==> src/rtl/hss_pkg.sv <==
package hss_pkg;
  typedef enum logic [2:0] {
    OP_RESTORE  = 3'd0,
    OP_SEEK     = 3'd1,
    OP_STEP     = 3'd2,
    OP_STEP_IN  = 3'd3,
    OP_STEP_OUT = 3'd4
  } op_e;

  typedef enum logic [1:0] {
    S_IDLE,
    S_CHECK,
    S_WAIT,
    S_VERIFY
  } st_e;
endpackage

==> src/rtl/hss_step_pulse.sv <==
module hss_step_pulse #(
  parameter int MFM_CYC = 250,
  parameter int FM_CYC  = 500
) (
  input  logic clk,
  input  logic rst_n,
  input  logic fire,
  input  logic kill,
  input  logic mfm,
  output logic step
);
  localparam int LMAX = (MFM_CYC > FM_CYC) ? MFM_CYC : FM_CYC;
  localparam int W    = $clog2(LMAX + 1);

  logic [W-1:0] cnt;

  always_ff @(posedge clk) begin
    if (!rst_n || kill) cnt <= '0;
    else if (fire)      cnt <= mfm ? W'(MFM_CYC) : W'(FM_CYC);
    else if (cnt != '0) cnt <= cnt - 1'b1;
  end

  assign step = (cnt != '0);

  // a new pulse is never requested while one is still running
  a_r8_no_refire: assert property (@(posedge clk) disable iff (!rst_n)
    fire |-> !step);
endmodule

==> src/rtl/hss_rate_timer.sv <==
module hss_rate_timer #(
  parameter int T0 = 6,
  parameter int T1 = 12,
  parameter int T2 = 20,
  parameter int T3 = 30
) (
  input  logic       clk,
  input  logic       rst_n,
  input  logic       start,
  input  logic       tick,
  input  logic [1:0] rate,
  output logic       done
);
  localparam int TA   = (T0 > T1) ? T0 : T1;
  localparam int TB   = (T2 > T3) ? T2 : T3;
  localparam int TMAX = (TA > TB) ? TA : TB;
  localparam int W    = $clog2(TMAX + 1);

  logic [W-1:0] lim, cnt;
  logic         running;

  always_comb begin
    case (rate)
      2'd0:    lim = W'(T0);
      2'd1:    lim = W'(T1);
      2'd2:    lim = W'(T2);
      default: lim = W'(T3);
    endcase
  end

  always_ff @(posedge clk) begin
    if (!rst_n) begin
      cnt     <= '0;
      running <= 1'b0;
    end else if (start) begin
      cnt     <= '0;
      running <= 1'b1;
    end else if (running && tick) begin
      cnt <= cnt + 1'b1;
      if (cnt + 1'b1 == lim) running <= 1'b0;
    end
  end

  assign done = !running;

  // the interval never reports expiry in the cycle after it was started
  a_r9_not_early: assert property (@(posedge clk) disable iff (!rst_n)
    start |=> !done);
endmodule

==> src/rtl/hss_head_ctl.sv <==
module hss_head_ctl #(
  parameter int IDLE_INDEX = 15
) (
  input  logic clk,
  input  logic rst_n,
  input  logic busy,
  input  logic set_req,
  input  logic clr_req,
  input  logic index_p,
  output logic hld
);
  localparam int W = $clog2(IDLE_INDEX + 1);

  logic [W-1:0] cnt;
  logic         idx_prev;
  logic         idx_rise;

  assign idx_rise = index_p && !idx_prev;

  always_ff @(posedge clk) begin
    if (!rst_n) begin
      hld      <= 1'b0;
      cnt      <= '0;
      idx_prev <= 1'b0;
    end else begin
      idx_prev <= index_p;
      if (set_req) begin
        hld <= 1'b1;
        cnt <= '0;
      end else if (clr_req) begin
        hld <= 1'b0;
        cnt <= '0;
      end else if (busy || !hld) begin
        cnt <= '0;
      end else if (idx_rise) begin
        if (cnt == W'(IDLE_INDEX - 1)) begin
          hld <= 1'b0;
          cnt <= '0;
        end else begin
          cnt <= cnt + 1'b1;
        end
      end
    end
  end

  // head load falls only on an explicit drop or while idle
  a_r12_release_idle: assert property (@(posedge clk) disable iff (!rst_n)
    $fell(hld) |-> ($past(clr_req) || !$past(busy)));
endmodule

==> src/rtl/head_step_seq.sv <==
module head_step_seq #(
  parameter int         TW            = 8,
  parameter int         PULSE_MFM_CYC = 250,
  parameter int         PULSE_FM_CYC  = 500,
  parameter int         RATE_T0       = 6,
  parameter int         RATE_T1       = 12,
  parameter int         RATE_T2       = 20,
  parameter int         RATE_T3       = 30,
  parameter int         IDLE_INDEX    = 15,
  parameter int         MAX_RESTORE   = 255,
  parameter logic [1:0] MR_RATE       = 2'd3
) (
  input  logic          clk,
  input  logic          rst_n,
  input  logic          mr_n,
  input  logic          cmd_valid,
  input  logic [2:0]    cmd_op,
  input  logic [1:0]    cmd_rate,
  input  logic          cmd_hload,
  input  logic          cmd_verify,
  input  logic          cmd_update,
  input  logic          mfm_sel,
  input  logic          tick,
  input  logic          index_p,
  input  logic          trk0_n,
  input  logic [TW-1:0] target,
  input  logic          trk_wr,
  input  logic [TW-1:0] trk_wdata,
  input  logic          verify_done,
  input  logic          verify_ok,
  output logic          step_out,
  output logic          dir_out,
  output logic          hld_out,
  output logic          busy,
  output logic          intrq,
  output logic          seek_err,
  output logic          verify_req,
  output logic [TW-1:0] track
);
  import hss_pkg::*;

  localparam int CW = $clog2(MAX_RESTORE + 1);

  st_e           st;
  op_e           op_q, start_op;
  logic [1:0]    rate_q, start_rate;
  logic          h_q, v_q, u_q, start_h, start_v, start_u;
  logic          dir_q, err_q, irq_q, mr_prev;
  logic [TW-1:0] trk_q, trk_nx;
  logic          dir_nx;
  logic [CW-1:0] nsteps;
  logic          mr_rise, start, fire, fin, fail;
  logic          tmr_done, hset, hclr;

  assign mr_rise = mr_n && !mr_prev;
  assign start   = mr_rise || (cmd_valid && mr_n && (st == S_IDLE));

  always_comb begin
    if (mr_rise) begin
      start_op   = OP_RESTORE;
      start_rate = MR_RATE;
      start_h    = 1'b0;
      start_v    = 1'b0;
      start_u    = 1'b0;
    end else begin
      start_op   = op_e'(cmd_op);
      start_rate = cmd_rate;
      start_h    = cmd_hload;
      start_v    = cmd_verify;
      start_u    = cmd_update;
    end
  end

  // per-visit decision: stop, fail or issue one more pulse
  always_comb begin
    fire   = 1'b0;
    fin    = 1'b0;
    fail   = 1'b0;
    trk_nx = trk_q;
    dir_nx = dir_q;
    if (st == S_CHECK) begin
      case (op_q)
        OP_RESTORE: begin
          if (!trk0_n) begin
            fin    = 1'b1;
            trk_nx = '0;
          end else if (nsteps == CW'(MAX_RESTORE)) begin
            fin  = 1'b1;
            fail = 1'b1;
          end else begin
            fire   = 1'b1;
            dir_nx = 1'b0;
          end
        end
        OP_SEEK: begin
          if (trk_q == target) begin
            fin = 1'b1;
          end else begin
            fire   = 1'b1;
            dir_nx = (target > trk_q);
            trk_nx = (target > trk_q) ? trk_q + 1'b1 : trk_q - 1'b1;
          end
        end
        default: begin
          if (nsteps != '0) begin
            fin = 1'b1;
          end else begin
            fire = 1'b1;
            if (u_q) trk_nx = dir_q ? trk_q + 1'b1 : trk_q - 1'b1;
          end
        end
      endcase
    end
  end

  always_ff @(posedge clk) begin
    if (!rst_n) begin
      st      <= S_IDLE;
      op_q    <= OP_RESTORE;
      rate_q  <= 2'd0;
      h_q     <= 1'b0;
      v_q     <= 1'b0;
      u_q     <= 1'b0;
      dir_q   <= 1'b0;
      err_q   <= 1'b0;
      irq_q   <= 1'b0;
      mr_prev <= 1'b1;
      trk_q   <= '0;
      nsteps  <= '0;
    end else begin
      mr_prev <= mr_n;
      if (!mr_n) begin
        st <= S_IDLE;
      end else if (start) begin
        op_q   <= start_op;
        rate_q <= start_rate;
        h_q    <= start_h;
        v_q    <= start_v;
        u_q    <= start_u;
        nsteps <= '0;
        err_q  <= 1'b0;
        irq_q  <= 1'b0;
        st     <= S_CHECK;
        if (start_op == OP_STEP_IN) dir_q <= 1'b1;
        else if (start_op == OP_STEP_OUT || start_op == OP_RESTORE) dir_q <= 1'b0;
      end else begin
        case (st)
          S_IDLE: begin
            if (trk_wr) trk_q <= trk_wdata;
          end
          S_CHECK: begin
            trk_q <= trk_nx;
            dir_q <= dir_nx;
            if (fire) begin
              nsteps <= nsteps + 1'b1;
              st     <= S_WAIT;
            end else if (fin) begin
              if (fail) err_q <= 1'b1;
              if (v_q && !fail) begin
                st <= S_VERIFY;
              end else begin
                st    <= S_IDLE;
                irq_q <= 1'b1;
              end
            end
          end
          S_WAIT: begin
            if (tmr_done && !step_out) st <= S_CHECK;
          end
          S_VERIFY: begin
            if (verify_done) begin
              err_q <= !verify_ok;
              irq_q <= 1'b1;
              st    <= S_IDLE;
            end
          end
        endcase
      end
    end
  end

  assign hset = (start && start_h) ||
                ((st == S_CHECK) && fin && !fail && v_q && !h_q);
  assign hclr = start && !start_h && !start_v;

  hss_step_pulse #(
    .MFM_CYC (PULSE_MFM_CYC),
    .FM_CYC  (PULSE_FM_CYC)
  ) u_pulse (
    .clk   (clk),
    .rst_n (rst_n),
    .fire  (fire),
    .kill  (!mr_n),
    .mfm   (mfm_sel),
    .step  (step_out)
  );

  hss_rate_timer #(
    .T0 (RATE_T0),
    .T1 (RATE_T1),
    .T2 (RATE_T2),
    .T3 (RATE_T3)
  ) u_timer (
    .clk   (clk),
    .rst_n (rst_n),
    .start (fire),
    .tick  (tick),
    .rate  (rate_q),
    .done  (tmr_done)
  );

  hss_head_ctl #(
    .IDLE_INDEX (IDLE_INDEX)
  ) u_head (
    .clk     (clk),
    .rst_n   (rst_n),
    .busy    (busy),
    .set_req (hset),
    .clr_req (hclr),
    .index_p (index_p),
    .hld     (hld_out)
  );

  assign busy       = (st != S_IDLE);
  assign intrq      = irq_q;
  assign seek_err   = err_q;
  assign dir_out    = dir_q;
  assign track      = trk_q;
  assign verify_req = (st == S_VERIFY);

  // the interrupt is only ever seen with the block idle
  a_r10_irq_idle: assert property (@(posedge clk) disable iff (!rst_n)
    intrq |-> !busy);

  // direction never moves while a pulse is in flight
  a_r6_dir_hold: assert property (@(posedge clk) disable iff (!rst_n)
    (step_out && $past(step_out)) |-> $stable(dir_out));

  // during a command the track register moves by one or is zeroed
  a_r7_track_delta: assert property (@(posedge clk) disable iff (!rst_n)
    (busy && $past(busy) && (track != $past(track))) |->
      ((track == $past(track) + 1'b1) || (track == $past(track) - 1'b1) || (track == '0)));
endmodule

==> config.mk <==
export PLATFORM = sky130hd
export DESIGN_NAME = head_step_seq
export DESIGN_NICKNAME = d
export VERILOG_FILES = /design/src/rtl/hss_pkg.sv /design/src/rtl/hss_step_pulse.sv /design/src/rtl/hss_rate_timer.sv /design/src/rtl/hss_head_ctl.sv /design/src/rtl/head_step_seq.sv
export SDC_FILE = /design/constraint.sdc
export NUM_CORES = 1
export LEC_CHECK = 0
export BUFFER_PORTS_ARGS = -buffer_cell sky130_fd_sc_hd__buf_2
export CAP_MARGIN = 20
export CORE_UTILIZATION = 55
export DETAILED_ROUTE_END_ITERATION = 8
export MAX_ROUTING_LAYER = met4
export PLACE_DENSITY = 0.77
export RECOVER_POWER = 25
export SLEW_MARGIN = 30
export SYNTH_ARGS = -nofsm -noshare
export SYNTH_HDL_FRONTEND = slang
export SYNTH_HIERARCHICAL = 1
export SYNTH_SLANG_ARGS = --single-unit
==> constraint.sdc <==
create_clock -name clk -period 3.8 [get_ports clk]
set_clock_uncertainty 0.05 [all_clocks]
set_input_delay 0.76 -clock clk [delete_from_list [all_inputs] [get_ports clk]]
set_output_delay 0.76 -clock clk [all_outputs]
set_load 0.01 [all_outputs]
# Word-level counts from Yosys, hierarchy flattened
# Cells that the tools add are included.
[op_classes] n_addsub=6 magnitude_cmp=1 n_eq_ne=32 mux=72 bitwise_logic=3 n_reduce_logical=64
[ops] operator="8-bit two-way mux" n=10
[ops] operator="1-bit two-way mux" n=42
[ops] operator="3-bit inequality test, second input constant" n=12
[ops] operator="8-bit one-hot mux with 2 select lines" n=2
[ops] operator="9-bit two-way mux" n=3
[ops] operator="8-bit by 1-bit adder with 8-bit output, second input constant" n=2
[ops] operator="5-bit one-hot mux with 3 select lines" n=1
[ops] operator="3-bit nonzero test" n=5
[ops] operator="1-bit logical AND" n=14
[ops] operator="2-bit nonzero test" n=7
[ops] operator="1-bit logical NOT" n=12
[ops] operator="2-bit two-way mux" n=6
[ops] operator="6-bit AND reduction" n=2
[ops] operator="1-bit one-hot mux with 2 select lines" n=5
[ops] operator="9-bit nonzero test" n=1
[ops] operator="9-bit by 1-bit subtractor with 9-bit output, second input constant" n=1
[ops] operator="8-bit equality test" n=1
[ops] operator="8-bit equality test, second input constant" n=1
[ops] operator="8-bit > comparator" n=1
[ops] operator="4-bit by 2-bit inequality test with 1-bit output, second input constant" n=2
[ops] operator="4-bit AND reduction" n=2
[ops] operator="8-bit AND reduction" n=1
[ops] operator="8-bit nonzero test" n=1
[ops] operator="8-bit by 1-bit subtractor with 8-bit output, second input constant" n=1
[ops] operator="27 further kinds" n=43
[totals] regBits=51 output_inout_bits=15 word_cells=197

# Logic depth before layout (Yosys ltp)
# Gate-level depths: netlist (run 1).
[logic_depth] depth_word=12 mapped_depth=12 ltp_nobuf=11

# Modules after synthesis
# Netlist (run 1), hierarchy kept.
[modules_own_cells] mod="head_step_seq" n_inst=1 cells_per_inst=284 area_per_inst_um2=2227.1 seq_area_each_um2=600.6
[modules_own_cells] mod="hss_step_pulse" n_inst=1 cells_per_inst=53 area_per_inst_um2=506.7 seq_area_each_um2=180.2
[modules_own_cells] mod="hss_rate_timer" n_inst=1 cells_per_inst=40 area_per_inst_um2=360.3 seq_area_each_um2=120.1
[modules_own_cells] mod="hss_head_ctl" n_inst=1 cells_per_inst=32 area_per_inst_um2=274.0 seq_area_each_um2=120.1

# Worst setup path after synthesis (run 1)
# Ideal clock, no wire load.
[synth_path] path_type="input to register" from="input port target[3]" to="register u_pulse.cnt[8]" arrival_ns=2.767 slack_ns=0.918 cell_stages=9 n_path_buf=0 path_cell_list="ha_1 -> and4_1 -> a31o_1 -> a21oi_1 -> nor2_1 -> nor2_1 -> inv_1 -> mux2_2 -> nor2_1"
[synth_via] elab_chain_len=5 word_cells_on_any_way=6 classes_between="eq/ne (1); mux (4); reduce/logical (1)"
[synth_rtl] element="start: declaration" line_no="head_step_seq.sv:26" text="input logic [TW-1:0] target,"
[synth_rtl] element="8-bit equality test (*)" line_no="head_step_seq.sv:96" text="if (trk_q == target) begin"
[synth_rtl] element="1-bit two-way mux (*)" line_no="head_step_seq.sv:96"
[synth_rtl] element="1-bit one-hot mux with 2 select lines (*)" line_no="head_step_seq.sv:82" text="case (op_q)"
[synth_rtl] element="1-bit two-way mux (*)" line_no="head_step_seq.sv:81" text="if (st == S_CHECK) begin"
[synth_rtl] element="named net fire" line_no="head_step_seq.sv:52" text="logic mr_rise, start, fire, fin, fail;"
[synth_rtl] element="9-bit two-way mux or 2-bit nonzero test (tied branches)"
[synth_rtl] element="end signal: assignment" line_no="hss_step_pulse.sv:19" text="else if (fire) cnt <= mfm ? W'(MFM_CYC) : W'(FM_CYC);"
[synth_rtl] element="end signal: assignment" line_no="hss_step_pulse.sv:20" text="else if (cnt != '0) cnt <= cnt - 1'b1;"
[synth_rtl] element="end: declaration" line_no="hss_step_pulse.sv:15" text="logic [W-1:0] cnt;"
# The timed path passes the listed nets; every way through them passes the cells marked *.
# A chain may end at the register's enable or synchronous reset.

# Worst setup path in the final report (run 1)
[layout_path] from="register trk_q[3], in the netlist track[3]" to="register u_pulse.cnt[8]"
[layout_via] elab_chain_len=5 word_cells_on_any_way=6 classes_between="eq/ne (1); mux (4); reduce/logical (1)"
[layout_rtl] element="start: declaration" line_no="head_step_seq.sv:49" text="logic [TW-1:0] trk_q, trk_nx;"
[layout_rtl] element="start signal: assignment" line_no="head_step_seq.sv:149" text="if (trk_wr) trk_q <= trk_wdata;"
[layout_rtl] element="start signal: assignment" line_no="head_step_seq.sv:152" text="trk_q <= trk_nx;"
[layout_rtl] element="8-bit equality test (*)" line_no="head_step_seq.sv:96"
[layout_rtl] element="1-bit two-way mux (*)" line_no="head_step_seq.sv:96"
[layout_rtl] element="1-bit one-hot mux with 2 select lines (*)" line_no="head_step_seq.sv:82"
[layout_rtl] element="1-bit two-way mux (*)" line_no="head_step_seq.sv:81"
[layout_rtl] element="named net fire" line_no="head_step_seq.sv:52"
[layout_rtl] element="9-bit two-way mux or 2-bit nonzero test (tied branches)"
# Marked as above.

==> impl_metrics.yaml, run 1 <==
min_path:
  hp-start: "h_q"
  min_path_type: "flop to flop"
placement:
  dpl.hpwl_mm: 6.13
  dpl_cell_area_um2: 3670
  gp_congestion: 0.936
  preCtsSetupSlack_ns: 0.849
  portBuffers: 49
critical_path:
  endpoint_kind: "flop"
  worstSetupStartpoint: "track[3]"
  reg2reg_from: "track[3]"
  cp.required_ns: 3.99
  crit_path_frequent_cell: "nor2_1"
  crit_path_max_fanout: 12
  critPathKind: "flop to flop"
  cp_cell_sequence: "inv_2 > ha_1 > and4_1 > a31o_1 > a21oi_1 > nor2_1 > nor2_1 > buf_4 > inv_1 > mux2_2 > nor2_1"
  max_stage_delay_ns: 0.55
  crit_buf_inv: 3
  worstPathArrival_ns: 2.95
  path_delay_family: "flip-flops"
  start_kind: "flop"
  worst_path_max_delay_cell: "dfxtp_1"
floorplan:
  die_area_um2: 6440
  core_area_um2: 5920
  die_x_um: 80.3
  start_util: 0.569
  rows: 28
  die_h_um: 80.3
  ios: 50
drt:
  vias_per_cell: 6.15
  drt.antenna.violating_nets: 0
  wl_met3_um: 648
  drt_pass1_iterations: 5
  routedWlPerCell_um: 15.3
  drt_iter0_drc: 218
  num_vias: 3263
  wirelength_mm: 8.14
  wl_met1_mm: 3.66
  wl_met2_mm: 3.73
  drc: 0
  routed.top_layer: "met4"
cts:
  clock_path_buffers: 2
  holdBufCountCts: 0
  htree_levels: 2
  cts-root-buf: "clkbuf_8"
  clkLatencyLatePin_ns: 0.31
  post-cts-setup-buffer-count: 0
  clock_sinks: 51
  cts-buffers-inserted: 5
  clk_pin_slew_ns: 0.09
  cts_resized: 0
  cts_tree: "yes"
synth:
  synth_cell_types: 77
  synth_mux_area_frac: 0.0182
  yosysWarnings: 6
  async_flop_share: 0
  synth_top_area_share: 0.303
  ys_seq_area_frac: 0.303
  synth_compound_area_frac: 0.229
  synth_fa_ha_area_frac: 0.0817
  synthFlopType: "dfxtp_1"
  synthTopCellsByArea: "dfxtp_1 30%, ha_1 8.2%, nor2_1 4.3%"
  synth_top_area_cell: "dfxtp_1"
  synth_top_family_by_area: "simple AND/OR/NAND/NOR gates"
  syn_inst: 409
  ys_ff_latch: 51
  yosys.area_share.simple: 0.259
  synth_xor_xnor_area_share: 0.0639
  syn_nets: 466
  synth-edff-count: 0
  syn_area_um2: 3370
  syn_avg_cell_area_um2: 8.24
finish:
  multi_input_area_um2: 2190
  fin_area_um2: 3760
  drive_gt1_frac: 0.154
  regArea_um2: 1020
  fin_nets: 513
  n_fill_cell: 530
  antennaDiodeCount: 0
  area_delta_synth_final_pct: 11.6
sta:
  setup_slack_ns: 1.05
  slew_headroom: 0.370
  rsz0062_at_grt: "no"
  finalMaxSlewViolations: 0
  max_freq_mhz: 363
  report.final.hold_viol_count: 0
  setup_viol: 0
  finalSetupTns_ns: 0
  finalCritPeriodShare: 0.724
  finalCriticalPeriod_ns: 2.75
  tightest_slew_ns: 0.946
global_routing:
  gr-usage-all-layers: 0.273
  grt_pass1_vias: 2957
  grt_max_degree: 27
  grt_pass1_wl_mm: 13.4
  gr-total-overflow: 0
  antenna_found_initial: 0
power:
  power_density_nw_per_um2: 452
  power_leakage_nw: 1.48
  vdd_ir_drop_max_mv: 0.440
job:
  maxCapViolations: 0
outcome:
  status: "finished, final reports clean"
[state kept, by name, summed over array words and instances, names as in the netlist]
register	cells
u_head/hld	1
dir_out	1
intrq	1
track	8
u_pulse/cnt	9
u_head/cnt	4
h_q	1
st	2
u_head/idx_prev	1
nsteps	8
seek_err	1
rate_q	2
mr_prev	1
v_q	1
op_q	3
u_timer/cnt	5
u_timer/running	1
u_q	1
[worst paths after layout]
check                         to  slack (ns)  depth (start not counted)
hold reg to reg              h_q        0.41                          2
setup / recovery  u_pulse/cnt[8]        1.05                         11
setup reg to reg  u_pulse/cnt[8]        1.05                         11
hold / removal               h_q        0.41                          2
[cells in the mapped netlist (2+ instances only)]
cell type and number:
dfxtp_1 51, nor2_1 39, a21oi_1 28, nand2_1 28
ha_1 22, inv_1 21, nand3_1 20, o21ai_0 16
xor2_1 14, nor3_1 13, nand4_1 8, o21ai_1 8
xnor2_1 8, clkbuf_1 7, nor2b_1 7, or3_1 7
mux2i_1 5, nor4_1 5, o21a_1 5, o31ai_1 5
a211oi_1 4, a22o_1 4, a31oi_1 4, inv_2 4
nand2b_1 4, o211ai_1 4, and3_1 3, a211o_1 2
a31o_1 2, a41oi_1 2, and4_1 2, buf_1 2
buf_2 2, nand2b_4 2, nand3b_1 2, o2111ai_1 2
o221a_1 2, o221ai_1 2, o31a_1 2, o32ai_1 2
or3b_1 2, or4_4 2
[layout by cell type, fill, tap and decap left out, types with 3 or more instances in the layout]
| master | Yosys | layout |
|---|---|---|
| a22o_1 | 4 | 4 |
| mux2i_1 | 5 | 5 |
| o31ai_1 | 5 | 5 |
| buf_2 | 2 | 38 |
| nand2b_1 | 4 | 4 |
| nor2_1 | 39 | 39 |
| dfxtp_1 | 51 | 51 |
| a211oi_1 | 4 | 4 |
| inv_1 | 21 | 21 |
| ha_1 | 22 | 22 |
| nor3_1 | 13 | 13 |
| clkbuf_8 | 0 | 5 |
| inv_2 | 4 | 4 |
| clkbuf_1 | 7 | 13 |
| nand3_1 | 20 | 20 |
| a31oi_1 | 4 | 4 |
| o21a_1 | 5 | 5 |
| nand4_1 | 8 | 8 |
| xnor2_1 | 8 | 8 |
| nand2_1 | 28 | 28 |
| xor2_1 | 14 | 14 |
| o21ai_0 | 16 | 16 |
| and3_1 | 3 | 3 |
| o211ai_1 | 4 | 4 |
| nor2b_1 | 7 | 7 |
| nor4_1 | 5 | 5 |
| o21ai_1 | 8 | 8 |
| or3_1 | 7 | 7 |
| a21oi_1 | 28 | 28 |
[per-layer routing]
| metal | vias up | GRT usage |
|---|---|---|
| met5 | - | - |
| met4 | 0 | 0.0964 |
| met3 | 12 | 0.0466 |
| met2 | 134 | 0.425 |
| met1 | 1524 | 0.356 |
| li1 | 1593 | - |
[kinds of logic after synthesis]
logic type                 after synthesis
and+or+nand+nor                        158
AOI/OAI and AO/OA                      111
DFF                                     51
buffers and inverters                   38
xor gates and xnor gates                23
adders and majority gates               22
muxes                                    6
[stage by stage]
step	power (mW)	hold WS [ns]	cells	util
after floorplan	1.18	0.386	409	-
after global placement	1.32	0.393	524	0.621
after detailed placement	1.33	0.398	524	0.621
after CTS	1.71	0.411	531	0.638
after global routing	1.81	0.453	531	0.635
final	1.70	0.408	531	0.635
[area by class of cell]
type                    count  area share
flip-flops and latches     51       0.272
multi-input cells         320       0.584
well taps                  75      0.0250
clock buffers               6      0.0193
repair buffers             52      0.0666
clock inverters             1     0.00799
inverters                  26      0.0260
[tightest hold or removal path: cells and delay by family (launching register included)]
| family | cells | cell delay (ns) |
|---|---|---|
| AOI/OAI and AO/OA | 1 | 0.05 |
| and+or+nand+nor | 1 | 0.05 |
| DFF | 1 | 0.32 |
[where the power goes]
group | switching (mW) | internal (mW)
logic | 0.368 | 0.307
clock network | 0.181 | 0.193
registers | 0.0662 | 0.585
Note: power is estimated with default switching activity, not from simulation.
==> run 2, diff against run 1 <==
--- a/config.mk
+++ b/config.mk
@@ -7,7 +7,7 @@
 export LEC_CHECK = 0
 export BUFFER_PORTS_ARGS = -buffer_cell sky130_fd_sc_hd__buf_2
 export CAP_MARGIN = 20
-export CORE_UTILIZATION = 55
+export CORE_UTILIZATION = 52
 export DETAILED_ROUTE_END_ITERATION = 8
 export MAX_ROUTING_LAYER = met4
 export PLACE_DENSITY = 0.77
==> constraint.sdc (replaced) <==
create_clock -name clk -period 2.3 [get_ports clk]
set_clock_uncertainty 0.05 [all_clocks]
set_input_delay 0.46 -clock clk [delete_from_list [all_inputs] [get_ports clk]]
set_output_delay 0.46 -clock clk [all_outputs]
set_load 0.01 [all_outputs]
==> run 2 against run 1 <==
Net effect:
- flip-flop and latch count stayed put
- combinational power up 82%
- sequential power up 64%
- count of clock-buffer cells in the layout unchanged
- register-to-register slack got worse by 0.97 ns
- clock power grew 47%
- sequential share of layout area shrank 2.6 points
==> impl_metrics.yaml, run 2 (synthesis gave the netlist of run 1 again) <==
global_routing:
  grt_max_degree: 18
  antenna_found_initial: 0
  grt_pass1_vias: 3047
  gr-usage-all-layers: 0.270
  grt_pass1_wl_mm: 13.7
  gr-total-overflow: 0
job:
  maxCapViolations: 0
finish:
  area_delta_synth_final_pct: 24.4
  largest_reg_flops: 9
  n_fill_cell: 531
  drive_gt1_frac: 0.289
  fin_nets: 549
  antennaDiodeCount: 0
  final_cell_mix: "44 x dfxtp_1, 44 x buf_2, 37 x nor2_1, 32 x buf_4, 28 x nand2_1"
  regMostFlops: "u_pulse/cnt"
drt:
  drc: 0
  drt_iter0_drc: 176
  vias_per_cell: 5.93
  drt_pass1_iterations: 5
  num_vias: 3362
  drt.antenna.violating_nets: 0
  routedWlPerCell_um: 15.3
  wirelength_mm: 8.68
cts:
  clk_pin_slew_ns: 0.09
  clock_path_buffers: 2
  clock_sinks: 51
  cts-root-buf: "clkbuf_8"
  clkLatencyLatePin_ns: 0.31
  cts_tree: "yes"
  holdBufCountCts: 0
  cts-buffers-inserted: 5
  htree_levels: 2
sta:
  tightest_slew_ns: 0.559
  setup_viol: 0
  finalMaxSlewViolations: 0
  slew_headroom: 0.625
  finalCriticalPeriod_ns: 2.22
  max_freq_mhz: 451
  finalCritPeriodShare: 0.964
  hold_ws_ns: 0.295
  report.final.hold_viol_count: 0
  setup_slack_ns: 0.0822
critical_path:
  max_stage_delay_ns: 0.60
  critPathKind: "flop to flop"
  worst_path_max_delay_cell: "or4_4"
  worstPathArrival_ns: 2.37
  cp.required_ns: 2.46
  endpoint_kind: "flop"
  start_kind: "flop"
  path_delay_family: "simple AND/OR/NAND/NOR gates"
  crit_path_max_fanout: 6
  cp_cell_sequence: "inv_2 > ha_2 > nor4b_4 > nand4_1 > nor3b_2 > or4_4 > nand2_8 > o31ai_1 > a22o_1"
  crit_buf_inv: 1
floorplan:
  rows: 28
  die_x_um: 82.5
  die_h_um: 82.5
  die_area_um2: 6800
  core_area_um2: 6100
  start_util: 0.553
  ios: 50
placement:
  preCtsSetupSlack_ns: -0.179
  gp_congestion: 0.947
  dpl.hpwl_mm: 6.56
  portBuffers: 49
min_path:
  min_path_type: "input port to flop"
outcome:
  status: "finished, final reports clean"
power:
  power_density_nw_per_um2: 678
  vdd_ir_drop_max_mv: 0.873
  power_leakage_nw: 1.69
-- run 2: cell type report --
cell class / count / area [µm²] / share of cell area
timing repair buffer: 88 / 513 / 0.122
clock inverter: 1 / 8.76 / 0.00209
clock buffer: 6 / 82.6 / 0.0197
multi-input combinational: 320 / 2360 / 0.564
tap: 75 / 93.8 / 0.0224
inverter: 26 / 97.6 / 0.0233
sequential: 51 / 1030 / 0.246
-- run 2: per-layer routing --
layer  share of wire  up-vias  global-route usage
met4           0.010        0              0.0684
met1            0.45     1571               0.340
met3           0.061        9              0.0462
li1                -     1670                   -
met2            0.48      112               0.448
met5               0        -                   -
-- run 2: worst register-to-register path, cell delays in order, from the launching register on --
cell	delay [ns]
dfxtp_2	0.33
inv_2	0.06
ha_2	0.16
nor4b_4	0.20
nand4_1	0.14
nor3b_2	0.18
or4_4	0.60
nand2_8	0.11
o31ai_1	0.07
a22o_1	0.21
-- run 2: power by group --
part           switching, mW  total [mW]  leakage, nW  internal (mW)
clock network          0.306       0.548       0.0477          0.243
registers             0.0979        1.07        0.418          0.968
logic                  0.656        1.23         1.23          0.569
-- run 2: what timing repair did --
item,4_1_cts,5_1_grt
resized for setup,1,34
endpoints found under the hold margin,0,0
setup buffers,0,5
pin swaps,0,13
cloned,0,0
setup endpoints to repair,2,32
-- run 2: path summary, 6_finish.rpt --
path	startpoint	slack [ns]	cells after the start	end
hold reg to reg	h_q	0.42	2	h_q
setup / recovery	nsteps[0]	0.08	9	track[5]
setup reg to reg	nsteps[0]	0.08	9	track[5]
hold / removal	verify_ok	0.29	2	seek_err
-- run 2: through the flow --
stage,instances,instance area (µm²),util,setup TNS (ns),power (mW)
after floorplan,409,3420,-,0,1.96
after global placement,555,3930,0.644,-1.21,2.22
after detailed placement,555,3930,0.644,-2.87,2.26
after CTS,562,4020,0.659,0,2.81
after global routing,567,4190,0.687,-0.240,3.04
final,567,4190,0.687,0,2.84
==> run 3, diff against run 2 <==
--- a/config.mk
+++ b/config.mk
@@ -9,6 +9,7 @@
 export CAP_MARGIN = 20
 export CORE_UTILIZATION = 52
 export DETAILED_ROUTE_END_ITERATION = 8
+export GPL_TIMING_DRIVEN = 0
 export MAX_ROUTING_LAYER = met4
 export PLACE_DENSITY = 0.77
 export RECOVER_POWER = 25
==> run 3 against run 2 <==
Net effect:
- core utilization rose by 2.1 points
- combinational power about the same
- worst hold slack got worse by 0.0093 ns
- global-route usage increased by 1.2 points
- critical path depth increased by 3
- critical endpoint is now track[2]
- via count grew 4.7%
- flip-flop and latch count did not move
- final cell count decreased by 0.71%
- setup slack worse by 0.054 ns
- maximum frequency is 2.4% lower
- non-clock buffer count is 5 lower
- critical path type unchanged
- count of clock-buffer cells in the layout increased by 1
==> impl_metrics.yaml, run 3 (synthesis gave the netlist of run 1 again) <==
outcome:
  status: "finished, final reports clean"
cts:
  clock_path_buffers: 2
  htree_levels: 2
  cts-buffers-inserted: 5
  clk_pin_slew_ns: 0.10
  clkLatencyLatePin_ns: 0.31
  clock_sinks: 51
  cts_tree: "yes"
  cts-root-buf: "clkbuf_8"
global_routing:
  grt_max_degree: 16
  grt_pass1_wl_mm: 14.3
  gr-usage-all-layers: 0.282
  antenna_found_initial: 0
  grt_pass1_vias: 3164
  gr-total-overflow: 0
critical_path:
  crit_buf_inv: 4
  worstPathArrival_ns: 2.42
  cp_cell_sequence: "buf_8 > inv_6 > ha_4 > and4_4 > nand2_4 > o21ai_4 > buf_6 > buf_4 > nand2_1 > nor3_2 > a211oi_1 > o32ai_1"
  path_delay_family: "simple AND/OR/NAND/NOR gates"
  reg2regPathDepth: 12
  endpoint_kind: "flop"
  reg2reg_from: "track[3]"
  reg2reg_slack_ns: 0.03
  worst_path_max_delay_cell: "o32ai_1"
  start_kind: "flop"
  crit_path_max_fanout: 5
  critPathKind: "flop to flop"
  cp.required_ns: 2.45
  reg2reg_to: "track[2]"
  max_stage_delay_ns: 0.36
finish:
  final_cell_mix: "46 x buf_2, 41 x dfxtp_1, 36 x nor2_1, 27 x nand2_1"
  final_common_cell: "buf_2"
  regArea_um2: 1040
  multi_input_area_um2: 2480
  area_delta_synth_final_pct: 28.2
  fin_nets: 544
  drive_gt1_frac: 0.332
  fin_area_um2: 4320
  n_fill_cell: 456
  largest_reg_flops: 9
  regMostFlops: "u_pulse/cnt"
  antennaDiodeCount: 0
  fin_util: 0.708
floorplan:
  die_x_um: 82.5
  die_area_um2: 6800
  rows: 28
  ios: 50
  die_h_um: 82.5
  start_util: 0.553
  core_area_um2: 6100
drt:
  drt_iter0_drc: 278
  num_vias: 3519
  drt.antenna.violating_nets: 0
  drc: 0
  wirelength_mm: 9.46
  vias_per_cell: 6.25
  routedWlPerCell_um: 16.8
  drt_pass1_iterations: 4
placement:
  portBuffers: 48
  preCtsSetupSlack_ns: -0.522
  dpl.hpwl_mm: 6.26
  gp_congestion: 0.924
  dpl_cell_area_um2: 3750
sta:
  finalMaxSlewViolations: 0
  finalCritPeriodShare: 0.988
  tightest_slew_ns: 0.651
  report.final.hold_viol_count: 0
  hold_ws_ns: 0.286
  finalCriticalPeriod_ns: 2.27
  setup_viol: 0
  setup_slack_ns: 0.0281
  slew_headroom: 0.566
  max_freq_mhz: 440
min_path:
  hp-start: "verify_ok"
  min_path_type: "input port to flop"
  min_path_cells: 2
  holdPathEnd: "seek_err"
power:
  power_leakage_nw: 1.74
  vdd_ir_drop_max_mv: 0.803
  seq_power_share: 0.368
  intPower_mw: 1.80
  p_sw_frac: 0.379
  p_sw_mw: 1.10
  combinationalPowerShare: 0.435
  power_density_nw_per_um2: 671
  power.share.clock: 0.196
job:
  maxCapViolations: 0
[run 3: changes by cell type in the layout (fill, tap and decap cells not counted), sizes merged]
cell,change
inv,-1
buf,-2
clkinv,+1
clkbuf,-2
[run 3: timing repair]
action	CTS	global route
gates resized for setup	28	46
hold buffers	0	0
setup endpoints to repair	32	31
setup buffers	12	14
pin swaps	7	19
[run 3: cell type report]
class / instances / area share
plain buffers: 9 / 0.0142
clock buffers: 7 / 0.0200
clock inverters: 1 / 0.00203
inverters: 26 / 0.0249
multi-input cells: 320 / 0.575
flip-flops and latches: 51 / 0.241
well taps: 75 / 0.0217
repair buffers: 74 / 0.101
[run 3: worst max-delay path by stage]
stage          startpoint              to  slack [ns]  cells after the start
6_report         track[3]        track[2]        0.03                     12
5_1_grt          track[6]        track[2]       -0.05                     11
4_1_cts             st[0]        track[7]       0.004                      8
3_5_place_dp        rst_n        track[7]       -0.52                      8
3_3_place_gp        rst_n        track[7]       -0.46                      8
2_1_floorplan    track[5]  u_pulse/cnt[8]       0.006                     11
[run 3: power groups by stage]
stage                     Sequential [mW]  Combinational, mW  Clock, mW
after floorplan                      1.07              0.892          0
after global placement               1.08               1.09          0
after detailed placement             1.09               1.13          0
after CTS                            1.07               1.18      0.577
after global routing                 1.08               1.39      0.609
final                                1.07               1.26      0.569
[run 3: worst reg2reg max path: stages, from the launching register on]
cell      delay (ns)
dfxtp_2         0.35
buf_8           0.12
inv_6           0.05
ha_4            0.27
and4_4          0.25
nand2_4         0.07
o21ai_4         0.08
buf_6           0.14
buf_4           0.11
nand2_1         0.10
nor3_2          0.14
a211oi_1        0.06
o32ai_1         0.36
[run 3: metrics by stage]
stage	cells	TNS (ns)	power (mW)
after floorplan	409	0	1.96
after global placement	532	-4.29	2.17
after detailed placement	532	-5.68	2.22
after CTS	551	0	2.83
after global routing	563	-0.139	3.08
final	563	0	2.90
[run 3: routing by layer]
metal / vias up / wire length (µm) / track usage
li1: 1664 / - / -
met1: 1636 / 4000 / 0.344
met2: 188 / 4490 / 0.465
met3: 31 / 706 / 0.0385
met4: 0 / 267 / 0.121
met5: - / 0 / -
